**src/rtl/tmr_pkg.sv**
```systemverilog
package tmr_pkg;
  localparam int unsigned CTRL_ADDR = 0;
  localparam int unsigned CNT_ADDR  = 1;
  localparam int unsigned BIT_FLAG  = 7;
  localparam int unsigned BIT_STOP  = 5;
  localparam int unsigned BIT_CLR   = 4;
endpackage

```
**src/rtl/tmr_prescaler.sv**
```systemverilog
module tmr_prescaler #(
  parameter int unsigned SEL_W = 3
) (
  input  logic             clk,
  input  logic             rst,
  input  logic             clr,
  input  logic [SEL_W-1:0] sel,
  output logic             tick
);
  localparam int unsigned NCODES = 1 << SEL_W;
  localparam int unsigned NRATIO = NCODES - 1;
  localparam int unsigned DIV_W  = NRATIO - 1;

  logic [DIV_W-1:0]  div_q;
  logic [NCODES-1:0] tick_vec;

  always_ff @(posedge clk) begin
    if (rst || clr) div_q <= '0;
    else            div_q <= div_q + 1'b1;
  end

  // one pulse each time the low k bits of the divider wrap
  for (genvar k = 0; k < NCODES; k++) begin : g_tap
    if (k == 0) begin : g_div1
      assign tick_vec[k] = 1'b1;
    end else if (k < NRATIO) begin : g_divk
      assign tick_vec[k] = &div_q[k-1:0];
    end else begin : g_none
      assign tick_vec[k] = 1'b0;
    end
  end

  assign tick = tick_vec[sel];
endmodule

```
**src/rtl/tmr_ext_sync.sv**
```systemverilog
module tmr_ext_sync #(
  parameter int unsigned STAGES = 2
) (
  input  logic clk,
  input  logic rst,
  input  logic pin,
  output logic rise
);
  logic [STAGES-1:0] sync_q;
  logic              last_q;

  always_ff @(posedge clk) begin
    if (rst) begin
      sync_q <= '0;
      last_q <= 1'b0;
    end else begin
      sync_q <= {sync_q[STAGES-2:0], pin};
      last_q <= sync_q[STAGES-1];
    end
  end

  assign rise = sync_q[STAGES-1] & ~last_q;
endmodule

```
**src/rtl/tmr_counter.sv**
```systemverilog
module tmr_counter #(
  parameter int unsigned CNT_W = 16
) (
  input  logic             clk,
  input  logic             rst,
  input  logic             clr,
  input  logic             inc,
  input  logic             halt,
  output logic [CNT_W-1:0] cnt,
  output logic             wrap
);
  logic step;
  assign step = inc & ~halt & ~clr;
  assign wrap = step & (&cnt);

  always_ff @(posedge clk) begin
    if (rst || clr) cnt <= '0;
    else if (step)  cnt <= cnt + 1'b1;
  end
endmodule

```
**src/rtl/tmr_ctrl_regs.sv**
```systemverilog
module tmr_ctrl_regs
  import tmr_pkg::*;
#(
  parameter int unsigned CNT_W  = 16,
  parameter int unsigned DATA_W = 16,
  parameter int unsigned ADDR_W = 2,
  parameter int unsigned SEL_W  = 3
) (
  input  logic              clk,
  input  logic              rst,
  input  logic              bus_wr,
  input  logic [ADDR_W-1:0] bus_addr,
  input  logic [DATA_W-1:0] bus_wdata,
  output logic [DATA_W-1:0] bus_rdata,
  input  logic [CNT_W-1:0]  cnt,
  input  logic              wrap,
  output logic              stop_q,
  output logic [SEL_W-1:0]  sel_q,
  output logic              flag_q,
  output logic              cap_q,
  output logic              clr_req
);
  logic              wr_ctrl;
  logic [DATA_W-1:0] rd_word;
  logic              wdata_unused;

  assign wr_ctrl      = bus_wr && (bus_addr == ADDR_W'(CTRL_ADDR));
  assign clr_req      = wr_ctrl && bus_wdata[BIT_CLR];
  assign wdata_unused = ^{bus_wdata[DATA_W-1:BIT_FLAG+1], bus_wdata[BIT_STOP+1],
                          bus_wdata[BIT_CLR-1:SEL_W]};

  always_comb begin
    rd_word = '0;
    if (bus_addr == ADDR_W'(CTRL_ADDR)) begin
      rd_word[BIT_FLAG]  = flag_q;
      rd_word[BIT_STOP]  = stop_q;
      rd_word[SEL_W-1:0] = sel_q;
    end else if (bus_addr == ADDR_W'(CNT_ADDR)) begin
      rd_word[CNT_W-1:0] = cnt;
    end
  end

  always_ff @(posedge clk) begin
    if (rst) begin
      stop_q    <= 1'b1;
      sel_q     <= '0;
      cap_q     <= 1'b0;
      flag_q    <= 1'b0;
      bus_rdata <= '0;
    end else begin
      if (wr_ctrl) begin
        stop_q <= bus_wdata[BIT_STOP];
        sel_q  <= bus_wdata[SEL_W-1:0];
        cap_q  <= ~bus_wdata[BIT_STOP];
      end
      if (wrap)                              flag_q <= 1'b1;
      else if (wr_ctrl && bus_wdata[BIT_FLAG]) flag_q <= 1'b0;
      bus_rdata <= rd_word;
    end
  end
endmodule

```
**src/rtl/tmr_prescaled_counter.sv**
```systemverilog
module tmr_prescaled_counter #(
  parameter int unsigned CNT_W       = 16,
  parameter int unsigned DATA_W      = 16,
  parameter int unsigned ADDR_W      = 2,
  parameter int unsigned SEL_W       = 3,
  parameter int unsigned SYNC_STAGES = 2
) (
  input  logic              clk,
  input  logic              rst,
  input  logic              bus_wr,
  input  logic [ADDR_W-1:0] bus_addr,
  input  logic [DATA_W-1:0] bus_wdata,
  output logic [DATA_W-1:0] bus_rdata,
  input  logic              ext_clk_in,
  output logic              ovf_flag,
  output logic              capture_en
);
  localparam logic [SEL_W-1:0] EXT_CODE = {SEL_W{1'b1}};

  logic             stop_q, clr_req, pre_tick, ext_rise, inc, wrap;
  logic [SEL_W-1:0] sel_q;
  logic [CNT_W-1:0] cnt_q;

  tmr_ctrl_regs #(.CNT_W(CNT_W), .DATA_W(DATA_W), .ADDR_W(ADDR_W), .SEL_W(SEL_W)) regs_i (
    .clk(clk), .rst(rst), .bus_wr(bus_wr), .bus_addr(bus_addr), .bus_wdata(bus_wdata),
    .bus_rdata(bus_rdata), .cnt(cnt_q), .wrap(wrap), .stop_q(stop_q), .sel_q(sel_q),
    .flag_q(ovf_flag), .cap_q(capture_en), .clr_req(clr_req)
  );

  tmr_prescaler #(.SEL_W(SEL_W)) pre_i (
    .clk(clk), .rst(rst), .clr(clr_req), .sel(sel_q), .tick(pre_tick)
  );

  tmr_ext_sync #(.STAGES(SYNC_STAGES)) sync_i (
    .clk(clk), .rst(rst), .pin(ext_clk_in), .rise(ext_rise)
  );

  assign inc = (sel_q == EXT_CODE) ? ext_rise : pre_tick;

  tmr_counter #(.CNT_W(CNT_W)) cnt_i (
    .clk(clk), .rst(rst), .clr(clr_req), .inc(inc), .halt(stop_q),
    .cnt(cnt_q), .wrap(wrap)
  );
endmodule

```
**config.mk**
```make
export PLATFORM = sky130hd
export DESIGN_NAME = tmr_prescaled_counter
export DESIGN_NICKNAME = d
export VERILOG_FILES = /design/src/rtl/tmr_pkg.sv /design/src/rtl/tmr_prescaler.sv /design/src/rtl/tmr_ext_sync.sv /design/src/rtl/tmr_counter.sv /design/src/rtl/tmr_ctrl_regs.sv /design/src/rtl/tmr_prescaled_counter.sv
export SDC_FILE = /design/constraint.sdc
export NUM_CORES = 1
export LEC_CHECK = 0
export BUFFER_PORTS_ARGS = -buffer_cell sky130_fd_sc_hd__buf_2
export CORE_UTILIZATION = 30
export CTS_BUF_LIST = sky130_fd_sc_hd__clkbuf_2 sky130_fd_sc_hd__clkbuf_4 sky130_fd_sc_hd__clkbuf_8
export DETAILED_ROUTE_END_ITERATION = 7
export GPL_TIMING_DRIVEN = 0
export PLACE_DENSITY_LB_ADDON = 0.25
export SETUP_SLACK_MARGIN = 0.5
export SLEW_MARGIN = 10
export SYNTH_ARGS = -nofsm -noshare
export SYNTH_HDL_FRONTEND = slang
export SYNTH_HIERARCHICAL = 1
export SYNTH_SLANG_ARGS = --single-unit
```
**constraint.sdc**
```tcl
create_clock -name clk -period 6.9 [get_ports clk]
set_input_delay 1.38 -clock clk [delete_from_list [all_inputs] [get_ports clk]]
set_output_delay 1.38 -clock clk [all_outputs]
set_load 0.1 [all_outputs]
```
; Yosys cells after proc, flatten, opt, wreduce, memory -nomap -nowiden
; Cells that the tools add are included.
[op_classes]
add_sub_neg = 2
magnitude_cmp = 1
eq_ne = 2
muxes = 9
bitwise_logic = 9
n_reduce_logical = 13
[op_table]
columns = op, n
row1 = $add 16x1->16 const B, 1
row2 = $reduce_and 16->1, 1
row3 = $mux 8, 1
row4 = $add 6x1->6 const B, 1
row5 = $mux 1, 6
row6 = $reduce_and 6->1, 1
row7 = $not 1->1, 5
row8 = $reduce_and 5->1, 1
row9 = $and 1x1->1, 4
row10 = $lt 3x4->1 const B, 1
row11 = $reduce_and 4->1, 1
row12 = $bmux 1 s3, 1
row13 = $eq 3x3->1 const B, 1
row14 = $logic_and 1x1->1, 3
row15 = $mux 3, 1
row16 = $reduce_and 3->1, 1
row17 = $reduce_or 3->1, 1
row18 = $eq 2x1->1 const B, 1
row19 = $logic_not 2->1, 1
row20 = $reduce_and 2->1, 1
row21 = $reduce_bool 2->1, 1
row22 = $logic_or 1x1->1, 1
[totals]
register_bits = 47
inputBits = 22
output_inout_bits = 18
word_cells = 46

; Longest topological paths before layout
[logic_depth]
word_depth = 8
ltp_mapped = 12
ltp_nobuf = 11

; Hierarchy
; Netlist, hierarchy kept.
[by_module_without_submodules]
columns = module, instances, cells_per_inst, area_per_inst_um2, seq_area_each_um2
row1 = tmr_counter, 1, 89, 763.2, 320.3
row2 = tmr_ctrl_regs, 1, 68, 755.7, 440.4
row3 = tmr_prescaler, 1, 30, 286.5, 120.1
row4 = tmr_ext_sync, 1, 7, 87.6, 60.1
row5 = tmr_prescaled_counter, 1, 2, 20.0, 0.0

; Worst setup path before layout
; No wires, ideal clock.
[synth_timing]
kind = input to register
from = input port bus_addr[0]
to = register regs_i.flag_q
setup_time_ns = 0.091
t_arrival_ns = 3.288
required_time_ns = 6.809
setup_slack_ns = 3.521
path_stages = 9
path_buffers = 2
path_cell_list = buf_6 > nor3b_2 > and2_1 > nand4bb_4 > or4_1 > buf_2 > nor4_1 > nor2_1 > a311oi_1
[synth_between]
elab_chain_len = 7
word_cells_on_any_way = 9
cone_classes = mux (1) / bitwise (3) / reduce/logical (5)
[synth_lines]
columns = element, line_no
row1 = "start, declared", tmr_prescaled_counter.sv:11  ; input logic [ADDR_W-1:0] bus_addr,
row2 = $logic_not 2->1 (*), tmr_ctrl_regs.sv:27  ; assign wr_ctrl = bus_wr && (bus_addr == ADDR_W'(CTRL_ADDR));
row3 = $logic_and 1x1->1 (*), tmr_ctrl_regs.sv:27
row4 = $logic_and 1x1->1 (*), tmr_ctrl_regs.sv:28  ; assign clr_req = wr_ctrl && bus_wdata[BIT_CLR];
row5 = named net clr_req, tmr_prescaled_counter.sv:20  ; logic stop_q, clr_req, pre_tick, ext_rise, inc, wrap;
row6 = $not 1->1 (*), tmr_counter.sv:13  ; assign step = inc & ~halt & ~clr;
row7 = $and 1x1->1 (*), tmr_counter.sv:13
row8 = $and 1x1->1 (*), tmr_counter.sv:14  ; assign wrap = step & (&cnt);
row9 = named net wrap, tmr_prescaled_counter.sv:20
row10 = $mux 1 or $reduce_bool 2->1 (tied branches), n/a
row11 = "end signal, assigned", tmr_ctrl_regs.sv:48  ; flag_q <= 1'b0;
row12 = "end signal, assigned", tmr_ctrl_regs.sv:56  ; if (wrap) flag_q <= 1'b1;
row13 = "end signal, assigned", tmr_ctrl_regs.sv:57  ; else if (wr_ctrl && bus_wdata[BIT_FLAG]) flag_q <= 1'b0;
row14 = "end, declared", tmr_ctrl_regs.sv:19  ; output logic flag_q,
; Mark *: on every way through the listed nets, which the timed path passes. The rest lies on a longest branch.
; A chain may end at the register's enable or synchronous reset.

; Final worst setup path
[layout_timing]
from = input port bus_wr
to = register regs_i.flag_q
[layout_between]
elab_chain_len = 6
word_cells_on_any_way = 8
cone_classes = mux (1) / bitwise (3) / reduce/logical (4)
[layout_lines]
columns = element, line_no
row1 = "start, declared", tmr_prescaled_counter.sv:10  ; input logic bus_wr,
row2 = $logic_and 1x1->1 (*), tmr_ctrl_regs.sv:27
row3 = $logic_and 1x1->1 (*), tmr_ctrl_regs.sv:28
row4 = named net clr_req, tmr_prescaled_counter.sv:20
row5 = $not 1->1 (*), tmr_counter.sv:13
row6 = $and 1x1->1 (*), tmr_counter.sv:13
row7 = $and 1x1->1 (*), tmr_counter.sv:14
row8 = named net wrap, tmr_prescaled_counter.sv:20
row9 = $mux 1 or $reduce_bool 2->1 (tied branches), n/a
; Marked as above.

==> impl_metrics.ini <==
[sta]
timing_worst_slew_pin_value_ns = 0.489
fin_hold_ws_ns = 0.446
timing.fmax_mhz = 283
tns_ns = 0
final_min_period_over_clock_period_pct = 51.2
final_period_minus_worst_setup_slack_ns = 3.54
grt_setup_unrepaired = false
finalHoldViolations = 0
final-setup-viol-count = 0
timing.final.max_slew_violations = 0
fin_ws_ns = 3.36
timing.clock.skew_ns = 0.00782
maxSlewHeadroom_pct = 67.1

[critical_path]
critical-path-max-stage-delay_ns = 0.48
path_cells = buf_2 > nor3b_2 > and2_1 > nand4bb_4 > or4_1 > buf_2 > nor4_1 > nor2_1 > a311oi_1
worstSetupPathType = in -> reg
start_kind = input port
critical_path.endpoint_type = flip-flop
crit_arrival_ns = 3.75
cp_common_cell = sky130_fd_sc_hd__buf_2
critical-path-slowest-cell = sky130_fd_sc_hd__or4_1
critical_path.top_delay_family = simple AND/OR/NAND/NOR gates
critical_path_peak_fanout = 8
crit_buf_inv = 2
worstPathRequired_ns = 7.11

[pwr]
powerDensity_mw_per_mm2 = 217
p_leak_nw = 0.898
vdd_drop_max_uv = 97.6

[synth]
synth-main-ff-cell = sky130_fd_sc_hd__dfxtp_1
yosys_register_bits = 47
number_of_distinct_library_cells_after_synthesis = 45
yosysWarningCount = 6
post_synth_main_area_contributors = sky130_fd_sc_hd__dfxtp_1, sky130_fd_sc_hd__mux2i_1, sky130_fd_sc_hd__and3_1
synth_largest_area_cell = sky130_fd_sc_hd__dfxtp_1
synth_fp_nets = 221
post_syn_instances = 196
synth_top_area_share_pct = 49.2
syn-cell-area_mm2 = 0.00191
synth_seq_area_share_pct = 49.2
post_synth.cell_area_avg_um2 = 9.76
number_of_flops_mapped_to_enable_cells_by_yosys = 0
asyncSetResetFlopFracSynth_pct = 0

[cells_and_area]
nFillCells = 638
n_antenna_cell = 0
area_delta_synth_final_pct = 17.4
num-nets-final = 256
share_of_final_layout_standard_cells_stronger_than_drive_strength_1_pct = 20.3
final_core_util_pct = 37.3

[global_route]
grt_antenna_before_repair = 0
grt_max_degree = 16
grt_use_total_pct = 11.9
global_route_wire_length_before_repair_um = 6040
first_global_vias = 1321
overflow = 0

[clock_network]
ctsHoldBuffers = 0
clkLatencyLatePin_ns = 0.30
htree_depth = 2
cts_tree = built
path_clk_slew_ns = 0.09
post_cts_resize_count = 0
numCtsBuffers = 5
buffer_type_at_the_clock_tree_root = sky130_fd_sc_hd__clkbuf_8
cts_setup_buffers = 0
cts.sink_count = 47
cts_max_path_buffers = 2

[floorplanning]
die_width_um = 81.9
core_area_mm2 = 0.00603
die_y_um = 81.9
rows = 28
die_area_mm2 = 0.00670
initial_core_util_pct = 31.7
floorplan.io_pins = 40

[status]
run_status = completed

[place]
portBuffers = 28
rd_place_congestion = 0.719
placement.setup.worst_slack_ns = 3.01
dpl.hpwl_um = 2560

[route]
route.vias.total = 1467
routed_wirelength_um = 3490
drt-wirelength-per-cell_um = 11.4
drt_first_pass_iters = 4
initialDrtViolationCount = 49
postRouteAntennaNets = 0
remaining_drc_errors = 0
vias_per_cell = 4.78

[hold_path]
hold_path_class = reg -> reg

[run]
max-cap-violations = 0
## where the power goes
group          internal, mW  switching (mW)
clock network        0.0819          0.0941
logic                0.0127          0.0185
registers             0.275         0.00394
## kinds of logic (layout without fill, tap and decap cells)
| logic type | count (synthesis) | count (layout) | synth area share, % |
|---|---|---|---|
| AOI/OAI and AO/OA | 24 | 24 | 8.05 |
| DFF | 47 | 47 | 49.2 |
| buffers and inverters | 12 | 48 | 2.81 |
| and+or+nand+nor | 90 | 90 | 27.9 |
| muxes | 11 | 11 | 6.02 |
| adders and majority gates | 3 | 3 | 1.96 |
| xor gates and xnor gates | 9 | 9 | 4.12 |
## worst register-to-register path, cell delays in order (launching register included)
cell	delay [ns]
sky130_fd_sc_hd__dfxtp_1	0.42
sky130_fd_sc_hd__ha_1	0.22
sky130_fd_sc_hd__ha_1	0.16
sky130_fd_sc_hd__mux2i_1	0.06
sky130_fd_sc_hd__a221oi_1	0.24
sky130_fd_sc_hd__a31o_1	0.14
sky130_fd_sc_hd__mux2_4	0.17
sky130_fd_sc_hd__nand4bb_4	0.15
sky130_fd_sc_hd__or4_1	0.48
sky130_fd_sc_hd__buf_2	0.18
sky130_fd_sc_hd__nor4_1	0.47
sky130_fd_sc_hd__nor2_1	0.09
sky130_fd_sc_hd__a311oi_1	0.26
## per-stage QoR
stage          cell area (um^2)  std cells  power [mW]
2_1_floorplan              1910        196       0.308
3_3_place_gp               2150        299       0.317
3_5_place_dp               2150        299       0.317
4_1_cts                    2250        307       0.493
5_1_grt                    2250        307       0.512
6_report                   2250        307       0.487
## cell usage after synthesis (all sizes together), types with 2 or more instances
cell type,n
nor2,19
inv,5
nand2b,6
o21ai,7
nor3,5
buf,2
or3,7
a31o,2
and4bb,2
mux2i,10
and3,13
xnor2,4
and2,3
ha,3
nand4,2
nor4,2
clkbuf,5
nor2b,5
nand3,8
a21oi,7
or4,2
nand2,8
or2,2
dfxtp,47
xor2,5
## cell usage in the layout, fill, tap and decap left out, types with 4 or more instances in the layout
cell type and instances:
sky130_fd_sc_hd__nor2_1 19, sky130_fd_sc_hd__and3_1 12, sky130_fd_sc_hd__xnor2_1 4, sky130_fd_sc_hd__nor3_1 5
sky130_fd_sc_hd__nor2b_1 4, sky130_fd_sc_hd__mux2i_1 10, sky130_fd_sc_hd__inv_1 5, sky130_fd_sc_hd__clkbuf_8 6
sky130_fd_sc_hd__o21ai_0 7, sky130_fd_sc_hd__nand2_1 8, sky130_fd_sc_hd__nand3_1 8, sky130_fd_sc_hd__a21oi_1 7
sky130_fd_sc_hd__nand2b_1 6, sky130_fd_sc_hd__xor2_1 5, sky130_fd_sc_hd__or3_1 7, sky130_fd_sc_hd__buf_2 29
sky130_fd_sc_hd__dfxtp_1 47, sky130_fd_sc_hd__clkbuf_1 5
## final timing paths
check,startpoint,to,slack (ns),cells past startpoint
setup / recovery,bus_wr,regs_i/flag_q$_SDFFE_PP0P_,3.36,9
hold / removal,sync_i/sync_q[0]$_SDFF_PP0_,sync_i/sync_q[1]$_SDFF_PP0_,0.45,1
setup reg to reg,pre_i/div_q[0]$_SDFF_PP0_,regs_i/flag_q$_SDFFE_PP0P_,3.77,12
hold reg to reg,sync_i/sync_q[0]$_SDFF_PP0_,sync_i/sync_q[1]$_SDFF_PP0_,0.45,1
## state kept, by name (all words and copies together), names as in the netlist
name / count
sync_i/last_q: 1
regs_i/flag_q: 1
pre_i/div_q: 6
regs_i/sel_q: 3
cnt_i/cnt: 16
regs_i/stop_q: 1
regs_i/bus_rdata: 16
sync_i/sync_q: 2
regs_i/cap_q: 1
## layer usage
metal / GRT usage (%) / up-vias / part of all wire [%]
met4: 5.26 / 0 / 1.9
met3: 3.67 / 7 / 3.4
met1: 15.4 / 681 / 48
met5: 0 / - / 0
met2: 18.2 / 21 / 46
li1: - / 758 / -
## layout make-up
class / count / area, um^2 / share of cell area [%]
sequential: 47 / 941 / 41.9
multi-input combinational: 137 / 918 / 40.9
timing repair buffer: 28 / 140 / 6.24
tap: 75 / 93.8 / 4.18
clock buffer: 6 / 82.6 / 3.68
buffer: 7 / 35.0 / 1.56
inverter: 5 / 18.8 / 0.836
clock inverter: 2 / 16.3 / 0.724
Power figures use the tool's default switching activity.
